### src/rtl/spi_irq_pkg.sv
package spi_irq_pkg;
  localparam int DATA_W = 32;
  localparam int STRIDE = 4;
  localparam int OFF_TXE = 0;
  localparam int OFF_TXU = 1;
  localparam int OFF_RXF = 2;
  localparam int OFF_RXO = 3;

  localparam int A_ID      = 'h00;
  localparam int A_SYSCFG  = 'h04;
  localparam int A_SYSSTAT = 'h08;
  localparam int A_STAT    = 'h0C;
  localparam int A_EN      = 'h10;
  localparam int A_WAKE    = 'h14;
  localparam int A_TEST    = 'h18;
  localparam int A_MODCTL  = 'h1C;

  localparam logic [DATA_W-1:0] ID_VALUE    = 32'h91;
  localparam logic [DATA_W-1:0] SYSCFG_KEEP = 32'h31D;
  localparam logic [3:0]        MODCTL_RST  = 4'h4;
  localparam int SRST_BIT   = 1;
  localparam int TMODE_BIT  = 3;
  localparam int TFORCE_BIT = 11;
  localparam int SIZE_WORD  = 2;

  // Implemented status bits for a given channel count.
  function automatic logic [DATA_W-1:0] impl_mask(input int nch);
    logic [DATA_W-1:0] m;
    m = '0;
    for (int c = 0; c < nch; c++) begin
      m[STRIDE*c + OFF_TXE] = 1'b1;
      m[STRIDE*c + OFF_TXU] = 1'b1;
      m[STRIDE*c + OFF_RXF] = 1'b1;
    end
    m[OFF_RXO]      = 1'b1;
    m[STRIDE * nch] = 1'b1;
    return m;
  endfunction

  // Next status value: clear, then set (set wins), then force.
  function automatic logic [DATA_W-1:0] next_status(
      input logic [DATA_W-1:0] cur,
      input logic [DATA_W-1:0] clr,
      input logic [DATA_W-1:0] set,
      input logic              force_all,
      input logic [DATA_W-1:0] mask);
    logic [DATA_W-1:0] v;
    v = (cur & ~clr) | (set & mask);
    if (force_all) v = v | mask;
    return v;
  endfunction

  function automatic logic pending(input logic [DATA_W-1:0] st,
                                   input logic [DATA_W-1:0] en);
    return |(st & en);
  endfunction
endpackage

### src/rtl/spi_irq_ctrl.sv
module spi_irq_ctrl
  import spi_irq_pkg::*;
#(
  parameter int NUM_CH = 4,
  parameter int ADDR_W = 8
) (
  input  logic              clk,
  input  logic              rst_n,
  input  logic              wr_ok,
  input  logic [ADDR_W-1:0] addr,
  input  logic [DATA_W-1:0] wdata,
  output logic [DATA_W-1:0] en_q,
  output logic              wake_q,
  output logic [11:0]       test_q,
  output logic [3:0]        modctl_q,
  output logic [DATA_W-1:0] syscfg_q,
  output logic              soft_rst,
  output logic              clr_block,
  output logic              clr_strobe,
  output logic              force_fire
);
  localparam logic [DATA_W-1:0] MASK = impl_mask(NUM_CH);

  logic hit_cfg, hit_stat, hit_test, hit_mod;
  assign hit_cfg  = wr_ok && (addr == ADDR_W'(A_SYSCFG));
  assign hit_stat = wr_ok && (addr == ADDR_W'(A_STAT));
  assign hit_test = wr_ok && (addr == ADDR_W'(A_TEST));
  assign hit_mod  = wr_ok && (addr == ADDR_W'(A_MODCTL));

  assign soft_rst   = hit_cfg && wdata[SRST_BIT];
  assign clr_block  = modctl_q[TMODE_BIT] && test_q[TFORCE_BIT];
  assign clr_strobe = hit_stat && !clr_block;
  assign force_fire = (hit_test && modctl_q[TMODE_BIT] && wdata[TFORCE_BIT]) ||
                      (hit_mod  && wdata[TMODE_BIT] && test_q[TFORCE_BIT]);

  always_ff @(posedge clk or negedge rst_n) begin
    if (!rst_n) begin
      en_q     <= '0;
      wake_q   <= 1'b0;
      test_q   <= '0;
      modctl_q <= MODCTL_RST;
      syscfg_q <= '0;
    end else if (soft_rst) begin
      en_q     <= '0;
      wake_q   <= 1'b0;
      test_q   <= '0;
      modctl_q <= MODCTL_RST;
      syscfg_q <= wdata & SYSCFG_KEEP;
    end else if (wr_ok) begin
      case (addr)
        ADDR_W'(A_SYSCFG): syscfg_q <= wdata & SYSCFG_KEEP;
        ADDR_W'(A_EN):     en_q     <= wdata & MASK;
        ADDR_W'(A_WAKE):   wake_q   <= wdata[0];
        ADDR_W'(A_TEST):   test_q   <= wdata[11:0];
        ADDR_W'(A_MODCTL): modctl_q <= wdata[3:0];
        default: ;
      endcase
    end
  end
endmodule

### src/rtl/spi_irq_status.sv
module spi_irq_status
  import spi_irq_pkg::*;
#(
  parameter int NUM_CH = 4
) (
  input  logic              clk,
  input  logic              rst_n,
  input  logic              soft_rst,
  input  logic              clr_strobe,
  input  logic [DATA_W-1:0] clr_bits,
  input  logic              force_fire,
  input  logic [NUM_CH-1:0] ev_txe,
  input  logic [NUM_CH-1:0] ev_txu,
  input  logic [NUM_CH-1:0] ev_rxf,
  input  logic              ev_rxo,
  input  logic              ev_wake,
  output logic [DATA_W-1:0] stat_q
);
  localparam logic [DATA_W-1:0] MASK = impl_mask(NUM_CH);

  logic [DATA_W-1:0] ev_vec;
  logic [DATA_W-1:0] clr_vec;

  always_comb begin
    ev_vec = '0;
    for (int c = 0; c < NUM_CH; c++) begin
      ev_vec[STRIDE*c + OFF_TXE] = ev_txe[c];
      ev_vec[STRIDE*c + OFF_TXU] = ev_txu[c];
      ev_vec[STRIDE*c + OFF_RXF] = ev_rxf[c];
    end
    ev_vec[OFF_RXO]         = ev_rxo;
    ev_vec[STRIDE * NUM_CH] = ev_wake;
  end

  assign clr_vec = clr_strobe ? clr_bits : '0;

  always_ff @(posedge clk or negedge rst_n) begin
    if (!rst_n)        stat_q <= '0;
    else if (soft_rst) stat_q <= '0;
    else               stat_q <= next_status(stat_q, clr_vec, ev_vec, force_fire, MASK);
  end
endmodule

### src/rtl/spi_irq_drive.sv
module spi_irq_drive
  import spi_irq_pkg::*;
(
  input  logic              clk,
  input  logic              rst_n,
  input  logic [DATA_W-1:0] stat,
  input  logic [DATA_W-1:0] en,
  output logic              irq_q
);
  always_ff @(posedge clk or negedge rst_n) begin
    if (!rst_n) irq_q <= 1'b0;
    else        irq_q <= pending(stat, en);
  end
endmodule

### src/rtl/spi_irq_hub.sv
module spi_irq_hub
  import spi_irq_pkg::*;
#(
  parameter int NUM_CH = 4,
  parameter int ADDR_W = 8
) (
  input  logic              clk,
  input  logic              rst_n,
  input  logic              reg_wr,
  input  logic              reg_rd,
  input  logic [ADDR_W-1:0] reg_addr,
  input  logic [1:0]        reg_size,
  input  logic [31:0]       reg_wdata,
  output logic [31:0]       reg_rdata,
  output logic              reg_err,
  input  logic [NUM_CH-1:0] ev_tx_empty,
  input  logic [NUM_CH-1:0] ev_tx_underrun,
  input  logic [NUM_CH-1:0] ev_rx_full,
  input  logic              ev_rx_overrun,
  input  logic              ev_wakeup,
  output logic              irq
);
  logic [DATA_W-1:0] en_q, syscfg_q, stat_q, rd_mux;
  logic              wake_q;
  logic [11:0]       test_q;
  logic [3:0]        modctl_q;
  logic              soft_rst, clr_block, clr_strobe, force_fire;
  logic              mapped, size_ok, wr_ok;

  always_comb begin
    mapped = 1'b1;
    case (reg_addr)
      ADDR_W'(A_ID):      rd_mux = ID_VALUE;
      ADDR_W'(A_SYSCFG):  rd_mux = syscfg_q;
      ADDR_W'(A_SYSSTAT): rd_mux = 32'd1;
      ADDR_W'(A_STAT):    rd_mux = stat_q;
      ADDR_W'(A_EN):      rd_mux = en_q;
      ADDR_W'(A_WAKE):    rd_mux = {31'd0, wake_q};
      ADDR_W'(A_TEST):    rd_mux = {20'd0, test_q};
      ADDR_W'(A_MODCTL):  rd_mux = {28'd0, modctl_q};
      default: begin
        rd_mux = '0;
        mapped = 1'b0;
      end
    endcase
  end

  assign size_ok   = (reg_size == 2'(SIZE_WORD));
  assign wr_ok     = reg_wr && size_ok && mapped;
  assign reg_err   = (reg_wr || reg_rd) && !(size_ok && mapped);
  assign reg_rdata = (reg_rd && size_ok) ? rd_mux : '0;

  spi_irq_ctrl #(.NUM_CH(NUM_CH), .ADDR_W(ADDR_W)) u_ctrl (
    .clk(clk), .rst_n(rst_n), .wr_ok(wr_ok), .addr(reg_addr), .wdata(reg_wdata),
    .en_q(en_q), .wake_q(wake_q), .test_q(test_q), .modctl_q(modctl_q),
    .syscfg_q(syscfg_q), .soft_rst(soft_rst), .clr_block(clr_block),
    .clr_strobe(clr_strobe), .force_fire(force_fire)
  );

  spi_irq_status #(.NUM_CH(NUM_CH)) u_stat (
    .clk(clk), .rst_n(rst_n), .soft_rst(soft_rst), .clr_strobe(clr_strobe),
    .clr_bits(reg_wdata), .force_fire(force_fire),
    .ev_txe(ev_tx_empty), .ev_txu(ev_tx_underrun), .ev_rxf(ev_rx_full),
    .ev_rxo(ev_rx_overrun), .ev_wake(ev_wakeup), .stat_q(stat_q)
  );

  spi_irq_drive u_drv (
    .clk(clk), .rst_n(rst_n), .stat(stat_q), .en(en_q), .irq_q(irq)
  );
endmodule

### config.mk
export PLATFORM = sky130hd
export DESIGN_NAME = spi_irq_hub
export DESIGN_NICKNAME = d
export VERILOG_FILES = /design/src/rtl/spi_irq_pkg.sv /design/src/rtl/spi_irq_ctrl.sv /design/src/rtl/spi_irq_status.sv /design/src/rtl/spi_irq_drive.sv /design/src/rtl/spi_irq_hub.sv
export SDC_FILE = /design/constraint.sdc
export NUM_CORES = 1
export LEC_CHECK = 0
export BUFFER_PORTS_ARGS = -buffer_cell sky130_fd_sc_hd__buf_2
export CORE_UTILIZATION = 50
export DETAILED_ROUTE_END_ITERATION = 8
export HOLD_SLACK_MARGIN = 0.02
export PLACE_DENSITY_LB_ADDON = 0.15
export SYNTH_ARGS = -nofsm -noshare
export SYNTH_HDL_FRONTEND = slang
export SYNTH_HIERARCHICAL = 1
export SYNTH_SLANG_ARGS = --single-unit
### constraint.sdc
create_clock -name clk -period 2.6 [get_ports clk]
set_clock_uncertainty 0.15 [all_clocks]
set_input_delay 0.39 -clock clk [delete_from_list [all_inputs] [get_ports clk]]
set_output_delay 0.39 -clock clk [all_outputs]
set_load 0.02 [all_outputs]
==> results.json <==
{
  "dieArea_um2": 9910,
  "gr-total-overflow": 0,
  "max_slew.worst_pin.slew_ns": 0.566,
  "vias_per_cell": 5.88,
  "timing.fmax_ghz": 0.402,
  "crit_type": "input port to primary output",
  "syn_avg_cell_area_um2": 9.51,
  "vias": 4352,
  "place_inst": 725,
  "ir_worst_vdd_v": 0.000244,
  "synth_ff_type": "dfrtp_1",
  "cts_buffers": 9,
  "root_buffer": "clkbuf_8",
  "min_period_ns": 2.49,
  "fin_setup_tns_ns": 0,
  "n_antenna_cell": 0,
  "antenna_found_initial": 0,
  "ys.warnings.count": 6,
  "rsz0062_at_grt": "false",
  "syn2layout_area_growth_pct": 18.0,
  "setup_viol": 0,
  "r2r_slack_ns": 0.91,
  "drc": 0,
  "die_h_um": 99.5,
  "die_x_um": 99.5,
  "place.port_buffers": 93,
  "required_ns": 2.06,
  "drt-total-wl_um": 14300,
  "outcome": "finished clean",
  "period_share_pct": 95.6,
  "io_pins": 94,
  "netlist_instances": 500,
  "syn-cell-area_um2": 4760,
  "grt_pass1_wl_um": 23000,
  "final_cell_mix": "buf_2, dfrtp_1, nor2_1",
  "cts.path.max_buffers": 2,
  "yosys_register_bits": 70,
  "cp-start-kind": "input port",
  "grt_max_degree": 44,
  "wl_per_cell_um": 19.3,
  "ys_seq_area_share_pct": 36.9,
  "maxSlewViolCount": 0,
  "gp_congestion": 0.912,
  "clock_latency_ns": 0.34,
  "synth-async-reset-ratio_pct": 100,
  "nets": 668,
  "synth_edf_count": 0,
  "htree_levels": 3,
  "post-cts-setup-buffers": 0,
  "drtIter0Drc": 343,
  "coreArea_um2": 9240,
  "path_clk_slew_ns": 0.07,
  "grt_pass1_vias": 4322,
  "path_max_fanout": 15,
  "initial_core_util_pct": 51.5,
  "cap_violations": 0,
  "relSlewSlack_pct": 62.1,
  "groute.usage.overall_pct": 30.3,
  "min_path_type": "input port to flop",
  "stdcell_count": 740,
  "tritoncts": "built",
  "cts_sinks": 70,
  "hold_violations": 0,
  "post_route_cells_drive_above_1_share_pct": 31.8,
  "leakagePower_nw": 2.65,
  "setup.worst_path.end_class": "primary output",
  "layout_commonest_cell": "buf_2",
  "power_density_nw_per_um2": 373,
  "synthDistinctLibCells": 54,
  "worstPathArrival_ns": 1.95,
  "first_pass_iters": 5,
  "placed_area_um2": 5440,
  "ant_nets": 0,
  "row_count": 35,
  "hpwl_um": 10200,
  "fin_area_um2": 5610
}
## worst max-delay path: stages
cell,delay (ns)
buf_2,0.10
buf_4,0.17
and4bb_2,0.59
buf_12,0.20
nand3_1,0.09
a21oi_1,0.20
buf_2,0.20
## flip-flops by register name, summed over array words and instances (netlist names)
register         flops
u_ctrl/syscfg_q      6
u_ctrl/wake_q        1
u_drv/irq_q          1
u_ctrl/en_q         14
u_ctrl/test_q       12
u_stat/stat_q       32
u_ctrl/modctl_q      4
## synth_stat cells (2+ instances only)
master | number | area share [%]
buf_2 | 24 | 2.5
mux2_2 | 10 | 2.4
a22o_1 | 26 | 4.8
clkinv_1 | 2 | 0.16
a21oi_1 | 29 | 3.1
buf_6 | 7 | 1.7
a32oi_1 | 2 | 0.37
buf_4 | 48 | 7.6
nor4_1 | 3 | 0.39
nand4_1 | 31 | 4.1
mux2_1 | 3 | 0.71
a22oi_1 | 35 | 5.5
a222oi_1 | 8 | 1.7
nor4b_2 | 3 | 0.95
a211oi_1 | 20 | 3.2
clkbuf_1 | 8 | 0.63
or4b_4 | 2 | 0.58
a21oi_2 | 12 | 2.2
o31ai_1 | 25 | 3.9
a32o_1 | 2 | 0.42
nand3_1 | 3 | 0.32
a21bo_2 | 2 | 0.42
a21bo_1 | 12 | 2.5
inv_1 | 24 | 1.9
dfrtp_1 | 69 | 36
and2_1 | 3 | 0.39
nand2_1 | 8 | 0.63
a31o_2 | 4 | 0.74
nor2_1 | 45 | 3.6
a31oi_1 | 3 | 0.39
and4_1 | 4 | 0.74
## per-layer routing
layer  share of wire (%)  vias to the layer above  wire length (µm)  global-route usage (%)
li1                    -                     2036                 -                       -
met1                  45                     2135              6500                    42.9
met2                  48                      164              6840                    47.8
met3                 5.5                       17               787                    4.01
met4                 1.2                        0               173                    10.4
met5                   0                        -                 0                       0
## path summary, 6_finish.rpt
kind | depth (start not counted) | endpoint | from
min | 2 | u_stat/stat_q[29]$_DFF_PN0_ | reg_wdata[29]
max | 7 | reg_rdata[7] | reg_addr[0]
max in group asynchronous | 3 | u_ctrl/modctl_q[2]$_DFFE_PN1P_ | rst_n
max reg2reg | 5 | u_stat/stat_q[0]$_DFF_PN0_ | u_ctrl/test_q[11]$_DFFE_PN0P_
min reg2reg | 1 | u_ctrl/syscfg_q[4]$_DFFE_PN0P_ | u_ctrl/syscfg_q[4]$_DFFE_PN0P_
min in group asynchronous | 2 | u_stat/stat_q[14]$_DFF_PN0_ | rst_n
## power breakdown
group          total [mW]  switching [mW]  internal, mW
combinational       0.258           0.158        0.0996
clock               0.745           0.386         0.360
sequential           1.09        0.000668          1.09
## area by class of cell
cell class / count / area, µm²
fill: 855 / 3630
inverter: 26 / 97.6
tap: 129 / 161
multi-input combinational: 360 / 2530
clock inverter: 2 / 10.0
timing repair buffer: 141 / 916
clock buffer: 12 / 145
sequential: 70 / 1750
## kinds of logic (layout without fill, tap and decap cells)
logic type	Yosys count	after routing	share of synthesized area [%]
compound gates	185	185	30.2
simple gates	117	117	15.2
buf+inv	113	181	14.4
flops	70	70	36.9
mux	14	14	3.29
other cells	1	44	0.0789
## stage by stage
stage | hold WS [ns] | worst slack, ns | power [mW] | util, %
2_1_floorplan | -0.0556 | -0.0976 | 1.26 | -
3_3_place_gp | 0.176 | 0.00162 | 1.36 | 58.9
3_5_place_dp | 0.175 | -0.0831 | 1.36 | 58.9
4_1_cts | 0.0539 | 0.0824 | 2.10 | 60.7
5_1_grt | 0.0526 | 0.0196 | 2.18 | 60.7
6_report | 0.0596 | 0.115 | 2.09 | 60.7
## what timing repair did
action / 4_1_cts / 5_1_grt
hold buffers: 1 / 0
hold endpoints to repair: 13 / 0
gates resized for setup: 0 / 1
endpoints found under the setup margin: 0 / 5
Power figures use the tool's default switching activity.
